### src/rtl/textVgaPkg.sv
`timescale 1ns/1ps
package textVgaPkg;

  // Character code width and glyph slice width
  localparam int CODE_W     = 8;
  localparam int FONT_W     = 8;
  // log2 of cell width in pixels and of glyph height in lines
  localparam int CELL_BITS  = 3;
  localparam int GLYPH_BITS = 4;
  // Clocks from counter position to shown pixel: RAM read, ROM read, shifter
  localparam int FETCH_LAT  = 3;

  // Strobes from the timing control to the fetch/shift datapath
  typedef struct packed {
    logic                  loadRow;  // parallel-load the shifter at this edge
    logic                  blank;    // shown pixel lies outside the window
    logic [GLYPH_BITS-1:0] scanRow;  // glyph line for the ROM read in flight
  } vgaFetchCtl_t;

endpackage

### src/rtl/textVgaCtrl.sv
`timescale 1ns/1ps
module textVgaCtrl
  import textVgaPkg::*;
#(
  parameter int H_ACTIVE     = 512,
  parameter int H_SYNC_START = 528,
  parameter int H_SYNC_END   = 600,
  parameter int H_TOTAL      = 640,
  parameter int V_ACTIVE     = 400,
  parameter int V_SYNC_START = 412,
  parameter int V_SYNC_END   = 414,
  parameter int V_TOTAL      = 449,
  localparam int PIX_W    = $clog2(H_TOTAL),
  localparam int LINE_W   = $clog2(V_TOTAL),
  localparam int COL_BITS = $clog2(H_ACTIVE) - CELL_BITS,
  localparam int ROW_BITS = LINE_W - GLYPH_BITS
) (
  input  logic                clk,
  input  logic                rst,
  output logic [COL_BITS-1:0] charCol,
  output logic [ROW_BITS-1:0] charRow,
  output vgaFetchCtl_t        fetchCtl,
  output logic                hSyncN,
  output logic                vSync,
  output logic                frameStart,
  output logic [PIX_W-1:0]    shownPix,
  output logic [LINE_W-1:0]   shownLine
);

  localparam int STAGE_W = 1 + LINE_W + PIX_W;

  localparam logic [PIX_W-1:0]  PIX_LAST  = PIX_W'(H_TOTAL - 1);
  localparam logic [PIX_W-1:0]  H_BLANK   = PIX_W'(H_ACTIVE);
  localparam logic [PIX_W-1:0]  HS_ON     = PIX_W'(H_SYNC_START);
  localparam logic [PIX_W-1:0]  HS_OFF    = PIX_W'(H_SYNC_END);
  localparam logic [LINE_W-1:0] LINE_LAST = LINE_W'(V_TOTAL - 1);
  localparam logic [LINE_W-1:0] V_BLANK   = LINE_W'(V_ACTIVE);
  localparam logic [LINE_W-1:0] VS_ON     = LINE_W'(V_SYNC_START);
  localparam logic [LINE_W-1:0] VS_OFF    = LINE_W'(V_SYNC_END);

  logic [PIX_W-1:0]  rawPix;
  logic [LINE_W-1:0] rawLine;

  // Frame position counters
  always_ff @(posedge clk) begin
    if (rst) begin
      rawPix  <= '0;
      rawLine <= '0;
    end else if (rawPix == PIX_LAST) begin
      rawPix  <= '0;
      rawLine <= (rawLine == LINE_LAST) ? '0 : rawLine + 1'b1;
    end else begin
      rawPix  <= rawPix + 1'b1;
    end
  end

  // Counter bits go straight into the character address
  assign charCol = rawPix[CELL_BITS +: COL_BITS];
  assign charRow = rawLine[LINE_W-1 -: ROW_BITS];

  // Position history, one entry per fetch stage: {valid, line, pix}
  logic [STAGE_W-1:0] stage [FETCH_LAT];

  always_ff @(posedge clk) begin
    if (rst) begin
      for (int s = 0; s < FETCH_LAT; s++) stage[s] <= '0;
    end else begin
      stage[0] <= {1'b1, rawLine, rawPix};
      for (int s = 1; s < FETCH_LAT; s++) stage[s] <= stage[s-1];
    end
  end

  logic outValid;
  assign {outValid, shownLine, shownPix} = stage[FETCH_LAT-1];

  logic hBlank, vBlank;
  assign hBlank = (shownPix >= H_BLANK);
  assign vBlank = (shownLine >= V_BLANK);

  always_comb begin
    fetchCtl.blank   = !outValid || hBlank || vBlank;
    // Glyph byte for a cell is at the ROM port two clocks after its address
    fetchCtl.loadRow = (stage[1][CELL_BITS-1:0] == '0);
    // RAM data in flight belongs to the position one clock old
    fetchCtl.scanRow = stage[0][PIX_W +: GLYPH_BITS];
  end

  assign hSyncN     = !(outValid && (shownPix >= HS_ON) && (shownPix < HS_OFF));
  assign vSync      = outValid && (shownLine >= VS_ON) && (shownLine < VS_OFF);
  assign frameStart = outValid && (shownPix == '0) && (shownLine == '0);

endmodule

### src/rtl/textVgaData.sv
`timescale 1ns/1ps
module textVgaData
  import textVgaPkg::*;
#(
  parameter int COL_BITS = 6,
  parameter int ROW_BITS = 5,
  localparam int RAM_AW  = ROW_BITS + COL_BITS,
  localparam int ROM_AW  = CODE_W + GLYPH_BITS
) (
  input  logic                clk,
  input  logic                rst,
  input  logic [COL_BITS-1:0] charCol,
  input  logic [ROW_BITS-1:0] charRow,
  input  vgaFetchCtl_t        fetchCtl,
  input  logic [CODE_W-1:0]   ramData,
  input  logic [FONT_W-1:0]   romData,
  output logic [RAM_AW-1:0]   ramAddr,
  output logic [ROM_AW-1:0]   romAddr,
  output logic                pixelOn
);

  logic [FONT_W-1:0] rowBits;

  assign ramAddr = {charRow, charCol};
  assign romAddr = {ramData, fetchCtl.scanRow};

  // Glyph slice shifter, leftmost pixel in the top bit
  always_ff @(posedge clk) begin
    if (rst)                   rowBits <= '0;
    else if (fetchCtl.loadRow) rowBits <= romData;
    else                       rowBits <= {rowBits[FONT_W-2:0], 1'b0};
  end

  assign pixelOn = rowBits[FONT_W-1] & ~fetchCtl.blank;

endmodule

### src/rtl/textVgaGen.sv
`timescale 1ns/1ps
module textVgaGen
  import textVgaPkg::*;
#(
  parameter int H_ACTIVE     = 512,
  parameter int H_SYNC_START = 528,
  parameter int H_SYNC_END   = 600,
  parameter int H_TOTAL      = 640,
  parameter int V_ACTIVE     = 400,
  parameter int V_SYNC_START = 412,
  parameter int V_SYNC_END   = 414,
  parameter int V_TOTAL      = 449,
  localparam int PIX_W    = $clog2(H_TOTAL),
  localparam int LINE_W   = $clog2(V_TOTAL),
  localparam int COL_BITS = $clog2(H_ACTIVE) - CELL_BITS,
  localparam int ROW_BITS = LINE_W - GLYPH_BITS,
  localparam int RAM_AW   = ROW_BITS + COL_BITS,
  localparam int ROM_AW   = CODE_W + GLYPH_BITS
) (
  input  logic              clk,
  input  logic              rst,
  output logic [RAM_AW-1:0] ramAddr,
  input  logic [CODE_W-1:0] ramData,
  output logic [ROM_AW-1:0] romAddr,
  input  logic [FONT_W-1:0] romData,
  output logic              red,
  output logic              green,
  output logic              blue,
  output logic              hSyncN,
  output logic              vSync,
  output logic              frameStart,
  output logic [PIX_W-1:0]  pixCount,
  output logic [LINE_W-1:0] lineCount
);

  logic [COL_BITS-1:0] charCol;
  logic [ROW_BITS-1:0] charRow;
  vgaFetchCtl_t        fetchCtl;
  logic                pixelOn;

  textVgaCtrl #(
    .H_ACTIVE(H_ACTIVE), .H_SYNC_START(H_SYNC_START), .H_SYNC_END(H_SYNC_END),
    .H_TOTAL(H_TOTAL), .V_ACTIVE(V_ACTIVE), .V_SYNC_START(V_SYNC_START),
    .V_SYNC_END(V_SYNC_END), .V_TOTAL(V_TOTAL)
  ) uCtrl (
    .clk(clk), .rst(rst), .charCol(charCol), .charRow(charRow),
    .fetchCtl(fetchCtl), .hSyncN(hSyncN), .vSync(vSync),
    .frameStart(frameStart), .shownPix(pixCount), .shownLine(lineCount)
  );

  textVgaData #(
    .COL_BITS(COL_BITS), .ROW_BITS(ROW_BITS)
  ) uData (
    .clk(clk), .rst(rst), .charCol(charCol), .charRow(charRow),
    .fetchCtl(fetchCtl), .ramData(ramData), .romData(romData),
    .ramAddr(ramAddr), .romAddr(romAddr), .pixelOn(pixelOn)
  );

  // Monochrome: all three guns follow the same pixel
  assign red   = pixelOn;
  assign green = pixelOn;
  assign blue  = pixelOn;

endmodule

### config.mk
export PLATFORM = sky130hd
export DESIGN_NAME = textVgaGen
export DESIGN_NICKNAME = d
export VERILOG_FILES = /design/src/rtl/textVgaPkg.sv /design/src/rtl/textVgaCtrl.sv /design/src/rtl/textVgaData.sv /design/src/rtl/textVgaGen.sv
export SDC_FILE = /design/constraint.sdc
export NUM_CORES = 1
export LEC_CHECK = 0
export BUFFER_PORTS_ARGS = -buffer_cell sky130_fd_sc_hd__buf_2
export CAP_MARGIN = 20
export CORE_MARGIN = 2
export CORE_UTILIZATION = 35
export DETAILED_ROUTE_END_ITERATION = 16
export PLACE_DENSITY = 0.59
export SLEW_MARGIN = 40
export SYNTH_ARGS = -nofsm -noshare
export SYNTH_HDL_FRONTEND = slang
export SYNTH_SLANG_ARGS = --single-unit
export TNS_END_PERCENT = 10
### constraint.sdc
create_clock -name clk -period 2.15 [get_ports clk]
set_input_delay 0.1075 -clock clk [delete_from_list [all_inputs] [get_ports clk]]
set_output_delay 0.1075 -clock clk [all_outputs]
set_load 0.02 [all_outputs]
==> results of run 1 <==
sequential cells by signal, indices dropped and copies added (netlist names):
register,cells
uCtrl.stage,60
uData.rowBits,8
uCtrl.rawLine,9
uCtrl.rawPix,10
metrics by stage:
stage | total power (uW) | util, % | cell area, um2 | hold slack (ps)
2_1_floorplan | 1764 | - | 3216 | 254.3
3_3_place_gp | 1767 | 36.94 | 3253 | 215.1
3_5_place_dp | 1770 | 36.94 | 3253 | 215.1
4_1_cts | 2999 | 40.15 | 3536 | 7.669
5_1_grt | 3081 | 40.15 | 3536 | 25.91
6_report | 2959 | 40.15 | 3536 | 13.81
how the worst max path moves through the flow:
stage / end / start
after floorplan: frameStart / uCtrl.stage[0][44]$_SDFF_PP0_
after global placement: uCtrl.rawLine[5]$_SDFFE_PP0N_ / uCtrl.rawPix[0]$_SDFF_PP0_
after detailed placement: uCtrl.rawLine[5]$_SDFFE_PP0N_ / uCtrl.rawPix[0]$_SDFF_PP0_
after CTS: frameStart / uCtrl.stage[0][43]$_SDFF_PP0_
after global routing: uCtrl.rawLine[5]$_SDFFE_PP0N_ / uCtrl.rawPix[0]$_SDFF_PP0_
final: uCtrl.rawLine[5]$_SDFFE_PP0N_ / uCtrl.rawPix[0]$_SDFF_PP0_
layout by cell type (no fill, tap or decap), drive strengths merged, types with 2 or more instances in the layout:
| cell type | n |
|---|---|
| a21o | 3 |
| a21oi | 5 |
| and2 | 2 |
| and3 | 3 |
| and4 | 4 |
| buf | 52 |
| bufinv | 2 |
| clkbuf | 11 |
| clkinv | 3 |
| dfxtp | 87 |
| dlygate4sd3 | 6 |
| ha | 3 |
| inv | 9 |
| mux2i | 7 |
| nand2 | 10 |
| nand3 | 8 |
| nand4 | 7 |
| nor2 | 23 |
| nor2b | 53 |
| nor3 | 5 |
| nor4 | 4 |
| o21ai | 3 |
| o2bb2ai | 3 |
| or3 | 2 |
| or4 | 2 |
| xnor2 | 4 |
| xor2 | 4 |
logic make-up after synthesis:
| kind of cell | after synthesis | synth area share [%] |
|---|---|---|
| adder cells (fa/ha/maj) | 3 | 1.167 |
| flip-flops | 87 | 54.16 |
| XOR/XNOR | 8 | 2.179 |
| multiplexers | 8 | 2.529 |
| AO/OA/AOI/OAI | 18 | 3.736 |
| buffers and inverters | 63 | 12.53 |
| AND/OR/NAND/NOR | 129 | 23.70 |
per-layer routing:
metal	GRT usage [%]	wire length [um]	vias to the layer above
met1	12.72	2272	837
met2	17.41	2323	47
met4	5.585	96	0
met3	3.482	273	9
li1	-	-	1029
met5	0	0	-
power by group:
| group | total (uW) | internal (uW) | switching [uW] | leakage (uW) |
|---|---|---|---|---|
| Combinational | 92.7 | 42.4 | 50.3 | 0.000729 |
| Sequential | 1640 | 1630 | 11.2 | 0.000705 |
| Clock | 1220 | 686 | 535 | 0.000110 |
| Total | 2960 | 2360 | 596 | 0.00154 |
worst max-delay path: cells and delay by family (launching register included):
| family | cells | cell delay (ps) |
|---|---|---|
| fa+ha+maj | 1 | 220 |
| flops | 1 | 390 |
| mux | 1 | 360 |
| simple gates | 3 | 750 |
layout make-up:
cell class              count  area (um2)
well taps                 108       135.1
clock inverters             5       81.33
clock buffers              11       141.4
fillers                   874        5270
flip-flops and latches     87        1742
inverters                  10       37.54
multi-input cells         166        1071
repair buffers             58       327.8
what timing repair did:
item,in CTS,in global routing
resized for setup,0,0
endpoints found under the hold margin,6,0
hold buffers,6,0
==> metrics.yaml, run 1 <==
critical_path:
  timing.rr.start: "uCtrl.rawPix[0]$_SDFF_PP0_"
  worstSetupEndpointType: "flip-flop"
  crit_path_start_kind: "flip-flop"
  path_class: "reg2reg"
  worstPathRequired_ps: 2390
  critical_path_peak_fanout: 15
  timing.critical_path.cells: "ha_1 -> and4_4 -> nand4_4 -> nor3b_1 -> mux2_2"
  critical_path_arrival_ps: 2070
  worstReg2RegEnd: "uCtrl.rawLine[5]$_SDFFE_PP0N_"
  regToRegSetupSlack_ps: 320
  critical-path-max-stage-delay_ps: 390
  crit_slowest_cell: "dfxtp_1"
  timing.reg2reg.worst_path_depth: 5
detailed_routing:
  vias_per_cell: 4.319
  first_iter_violations: 65
  drcViolationCount: 0
  antenna_left: 0
  routedWlPerCell_um: 11.16
  drt_first_pass_iters: 4
  via_count: 1922
  finalWirelength_um: 4965
yosys:
  netlist_top_cells_area: "dfxtp_1, nor2b_1, buf_4"
  synth_enable_flop_cells: 0
  main_flop_type_after_synthesis: "dfxtp_1"
  synth_area_per_cell_um2: 10.18
  yosys_warnings: 0
  synth_most_common_cell: "dfxtp_1"
  synth_fp_nets: 337
  synth.cells.most_frequent: "dfxtp_1, nor2b_1, buf_4, nor2_1, nand2_1"
  postSynth.asyncResetShare_pct: 0
  postSynthCellCount: 316
  yosys_register_bits: 87
  netlist_area_um2: 3216
  netlist.area_leader.share_pct: 54.16
  netlist.top_cell.by_area: "dfxtp_1"
  synth_sequential_area_ratio_pct: 54.16
  synth.distinct_cells: 41
placement:
  placed_cells: 423
  pre_cts_ws_ps: 325.2
  placement.io_buffers: 49
  detailed_place_hpwl_um: 3554
  gp_routability_congestion: 0.8002
timing:
  hold_viol: 0
  grt_setup_unrepaired: "no"
  worst_max_slew_margin_expressed_relative_to_the_limit_pct: 68.93
  min_period_ps: 1833
  fmax_mhz: 545.6
  worst-slew-pin-transition_ps: 460.2
  setup_viol: 0
  post-route-period-util_pct: 85.25
  setup_slack_ps: 317.2
  totalNegativeSetupSlack_ps: 0
  maxSlewViolCount: 0
  finClkSkew_ps: 5.924
clocking:
  clock_insertion_delay_at_the_later_pin_of_the_skew_report_ps: 340
  post-cts-setup-buffer-count: 0
  clkSlewWorstSetupHoldPaths_ps: 80
  cts_buffer_count: 9
  cts.htree.levels: 3
  clock_tree_from_tritoncts: "done"
  clock_tree_buf_depth: 2
  clockRootBuffer: "clkbuf_8"
  cts.sinks: 87
floorplan:
  fp.dieArea_um2: 9970
  die_x_um: 99.85
  core_region_area_um2: 8806
  ioPinCount: 66
  fp-row-count: 34
  die_height_um: 99.85
  floorplan.initialDensity_pct: 36.52
final_layout:
  nNetsFinal: 353
  finalNonFillerCells: 445
  antenna_cells: 0
  post_route_cells_drive_above_1_share_pct: 21.96
  syn2layout_area_growth_pct: 9.961
power:
  peakVddDrop_uv: 318.3
  leakage_power_of_the_design_uw: 0.001543
  powerDensity_nw_per_um2: 836.7
global_route:
  global_route.overflow_total: 0
  antenna_found_initial: 0
  grt_pass1_vias: 1817
  wire_length_of_the_first_global_routing_pass_um: 8431
  track_usage_pct: 10.73
  largest_net_degree_at_the_start_of_global_routing: 42
worst_hold_path:
  hold_path_class: "in2reg"
  timing.hold.worst.start: "romData[7]"
  worst_case_hold_path_end_point: "uData.rowBits[7]$_SDFF_PP0_"
  timing.hold.worst_path_depth: 3
outcome:
  outcome: "finished, final reports clean"
flow_run:
  cap_violations: 0
Note: power is estimated with default switching activity, not from simulation.
==> inputs of run 2 (changes only) <==
--- a/config.mk
+++ b/config.mk
@@ -14,5 +14,6 @@
 export SLEW_MARGIN = 40
 export SYNTH_ARGS = -nofsm -noshare
 export SYNTH_HDL_FRONTEND = slang
+export SYNTH_HIERARCHICAL = 1
 export SYNTH_SLANG_ARGS = --single-unit
 export TNS_END_PERCENT = 10
==> metrics.yaml, run 2 <==
critical_path:
  crit_path_start_kind: "flip-flop"
  timing.reg2reg.worst_path_depth: 5  # unchanged
  path_class: "reg2out"
  timing.rr.start: "uCtrl/rawPix[0]$_SDFF_PP0_"
  critical_path_arrival_ps: 1860  # -210 ps
  timing.critical_path.cells: "or4b_2 -> nor3_1 -> and4_1 -> buf_2"
  worstPathRequired_ps: 2040  # -350 ps
  critical_path_peak_fanout: 4  # -11
  worstReg2RegEnd: "uCtrl/rawLine[8]$_SDFFE_PP0N_"
  worstSetupEndpointType: "output pin"
  crit_slowest_cell: "or4b_2"
  critical-path-max-stage-delay_ps: 670  # +280 ps
  regToRegSetupSlack_ps: 240  # -80 ps
timing:
  fmax_mhz: 507.5  # -7.0%
  finClkSkew_ps: 6.867  # +0.9428 ps
  setup_viol: 0  # unchanged
  hold_viol: 0  # unchanged
  maxSlewViolCount: 0  # unchanged
  post-route-period-util_pct: 91.66  # +6.4 points
  totalNegativeSetupSlack_ps: 0  # unchanged
  worst-slew-pin-transition_ps: 606.3  # +146.0 ps
  min_period_ps: 1971  # +137.8 ps
  grt_setup_unrepaired: "no"
  worst_max_slew_margin_expressed_relative_to_the_limit_pct: 59.36  # -9.6 points
placement:
  detailed_place_hpwl_um: 3594  # +1.1%
  gp_routability_congestion: 0.8596  # +7.4%
  placement.io_buffers: 49  # unchanged
yosys:
  synth_sequential_area_ratio_pct: 52.53  # -1.6 points
  postSynthCellCount: 331  # +4.7%
  synth_enable_flop_cells: 0  # unchanged
  netlist.area_leader.share_pct: 52.53  # -1.6 points
  synth.distinct_cells: 38  # -7.3%
  main_flop_type_after_synthesis: "dfxtp_1"
  synth_fa_ha_area_share_pct: 1.132  # -0.035 points
  synth.cells.most_frequent: "dfxtp_1, buf_4, nor2b_1, nor2_1, nand2_1"
  synth_area_per_cell_um2: 10.02  # -1.6%
  largest_family_of_logic_cells_by_synthesized_area: "simple AND/OR/NAND/NOR gates"
  synthSimpleGateAreaFrac_pct: 22.87  # -0.83 points
  synth_most_common_cell: "dfxtp_1"
  yosys_register_bits: 87  # unchanged
  yosys_warnings: 6  # +6
  synth_fp_nets: 352  # +4.5%
  netlist_top_cells_area: "dfxtp_1, buf_4, nor2b_1"
  synth_compound_gate_area_share_pct: 3.660  # -0.075 points
  netlist_area_um2: 3316  # +3.1%
  synth.area.mux_share_pct: 2.113  # -0.42 points
  netlist.top_cell.by_area: "dfxtp_1"
  postSynth.asyncResetShare_pct: 0  # unchanged
  area_share_of_xor_xnor_cells_in_the_synthesized_design_pct: 2.113  # -0.066 points
power:
  switching_share_pct: 22.51  # +2.3 points
  clock_power_share_pct: 39.5  # -1.8 points
  power.combinational.fraction_pct: 3.3  # +0.2 points
  total_power_uw: 2875  # -2.8%
  powerDensity_nw_per_um2: 819.3  # -2.1%
  peakVddDrop_uv: 291.0  # -8.6%
  internal_power_uw: 2228  # -5.7%
  leakage_power_of_the_design_uw: 0.001486  # -3.7%
  p_sw_uw: 647.1  # +8.5%
  power_frac_seq_pct: 57.2  # +1.6 points
final_layout:
  post_route_cells_drive_above_1_share_pct: 21.96  # unchanged
  syn2layout_area_growth_pct: 5.849
  nNetsFinal: 353  # unchanged
  antenna_cells: 0  # unchanged
  final_common_cell: "dfxtp_1"
  register_name_with_the_most_flops: "uCtrl/stage"
  largest_reg_flops: 60  # unchanged
  final.fill_count: 921  # +5.4%
  most-common-layout-cells: "dfxtp_1, nor2b_1, buf_2, nor2_1, clkbuf_8"
  top_regs: "uCtrl/stage (60), uCtrl/rawPix (10), uCtrl/rawLine (9)"
detailed_routing:
  drcViolationCount: 0  # unchanged
  first_iter_violations: 85  # +31%
  vias_per_cell: 4.337  # +0.42%
  via_count: 1943  # +1.1%
  drt_first_pass_iters: 4  # unchanged
  finalWirelength_um: 5147  # +3.7%
  routedWlPerCell_um: 11.49  # +3.0%
  antenna_left: 0  # unchanged
global_route:
  grt_pass1_vias: 1892  # +4.1%
  global_route.overflow_total: 0  # unchanged
  wire_length_of_the_first_global_routing_pass_um: 8673  # +2.9%
  track_usage_pct: 10.90  # +0.17 points
  largest_net_degree_at_the_start_of_global_routing: 29  # -31%
  antenna_found_initial: 0  # unchanged
clocking:
  cts.htree.levels: 3  # unchanged
  clockRootBuffer: "clkbuf_8"
  cts_repair_resize_count: 0  # unchanged
  hold_buffers: 8  # +2
  clock_tree_from_tritoncts: "done"
  post-cts-setup-buffer-count: 0  # unchanged
  cts.sinks: 87  # unchanged
  clkSlewWorstSetupHoldPaths_ps: 80  # about the same
  cts_buffer_count: 9  # unchanged
  clock_insertion_delay_at_the_later_pin_of_the_skew_report_ps: 350  # about the same
  clock_tree_buf_depth: 2  # unchanged
floorplan:
  ioPinCount: 66  # unchanged
  floorplan.initialDensity_pct: 36.05  # -0.46 points
  fp-row-count: 35  # +2.9%
  die_x_um: 101.3  # +1.5%
  fp.dieArea_um2: 10270  # +3.0%
  core_region_area_um2: 9196  # +4.4%
  die_height_um: 101.3  # +1.5%
worst_hold_path:
  hold_path_class: "in2reg"
  timing.hold.worst.start: "rst"
  worst_case_hold_path_end_point: "uCtrl/stage[0][11]$_SDFF_PP0_"
  timing.hold.worst_path_depth: 2  # -1
outcome:
  outcome: "finished, final reports clean"
flow_run:
  cap_violations: 0  # unchanged
## run 2: changes by cell type in the layout (fill, tap and decap cells not counted), sizes merged, moves of 3 or more
cell | before | now
nor2 | 23 | 29
a32o | 0 | 5
o21ai | 3 | 7
a21o | 3 | 0
nand4 | 7 | 4
nor2b | 53 | 56
o2bb2ai | 3 | 0
xnor2 | 4 | 7
xor2 | 4 | 1
## run 2: power groups by stage
stage / Clock [uW] / Combinational (uW) / Sequential, uW
final: 1140 / 96.0 / 1640
after global routing: 1260 / 107 / 1650
after CTS: 1170 / 97.0 / 1640
after detailed placement: 0 / 85.8 / 1680
after global placement: 0 / 84.7 / 1680
after floorplan: 0 / 89.7 / 1680
## run 2: per-stage QoR
stage / hold slack (ps) / util [%] / setup WS, ps / cells / cell area, um2
floorplan: 254.3 / - / 436.0 / 331 / 3316
global placement: 215.2 / 35.10 / 382.4 / 424 / 3228
detailed placement: 215.2 / 35.10 / 324.2 / 424 / 3228
CTS: 187.2 / 38.16 / 150.4 / 448 / 3510
global route: 215.0 / 38.16 / 56.40 / 448 / 3510
finish: 203.8 / 38.16 / 179.4 / 448 / 3510
## run 2: layout make-up
class	instances	area [um2]	share of cell area (%)
clock inverter	7	77.57	2.210
inverter	6	22.52	0.6417
multi-input combinational	168	1057	30.12
sequential	87	1742	49.63
clock buffer	9	123.9	3.529
tap	111	138.9	3.957
timing repair buffer	60	347.8	9.911
## run 2: cell families (layout without fill, tap and decap cells)
| group | count (synthesis) | after routing |
|---|---|---|
| AOI/OAI and AO/OA | 18 | 18 |
| xor gates and xnor gates | 8 | 8 |
| adders and majority gates | 3 | 3 |
| buffers and inverters | 76 | 82 |
| DFF | 87 | 87 |
| muxes | 7 | 7 |
| and+or+nand+nor | 132 | 132 |
## run 2: worst max-delay path: cells and delay by family (launching register included)
kind,cells,cell delay [ps]
DFF,1,340
and+or+nand+nor,3,1020
buffers and inverters,1,150
## run 2: worst max-delay path by stage
| stage | startpoint | end | cells after the start |
|---|---|---|---|
| 2_1_floorplan | uCtrl/rawPix[0]$_SDFF_PP0_ | uCtrl/rawLine[5]$_SDFFE_PP0N_ | 6 |
| 3_3_place_gp | uCtrl/rawPix[0]$_SDFF_PP0_ | uCtrl/rawLine[5]$_SDFFE_PP0N_ | 5 |
| 3_5_place_dp | uCtrl/rawPix[0]$_SDFF_PP0_ | uCtrl/rawLine[7]$_SDFFE_PP0N_ | 5 |
| 4_1_cts | uCtrl/stage[0][49]$_SDFF_PP0_ | frameStart | 4 |
| 5_1_grt | uCtrl/rawPix[0]$_SDFF_PP0_ | uCtrl/rawLine[2]$_SDFFE_PP0N_ | 5 |
| 6_report | uCtrl/stage[0][49]$_SDFF_PP0_ | frameStart | 4 |
## run 2: routing by layer
layer / global-route usage, % / part of all wire, %
met1: 13.32 / 49
met2: 16.76 / 44
met3: 3.865 / 4.9
met4: 6.029 / 2.8
met5: 0 / 0
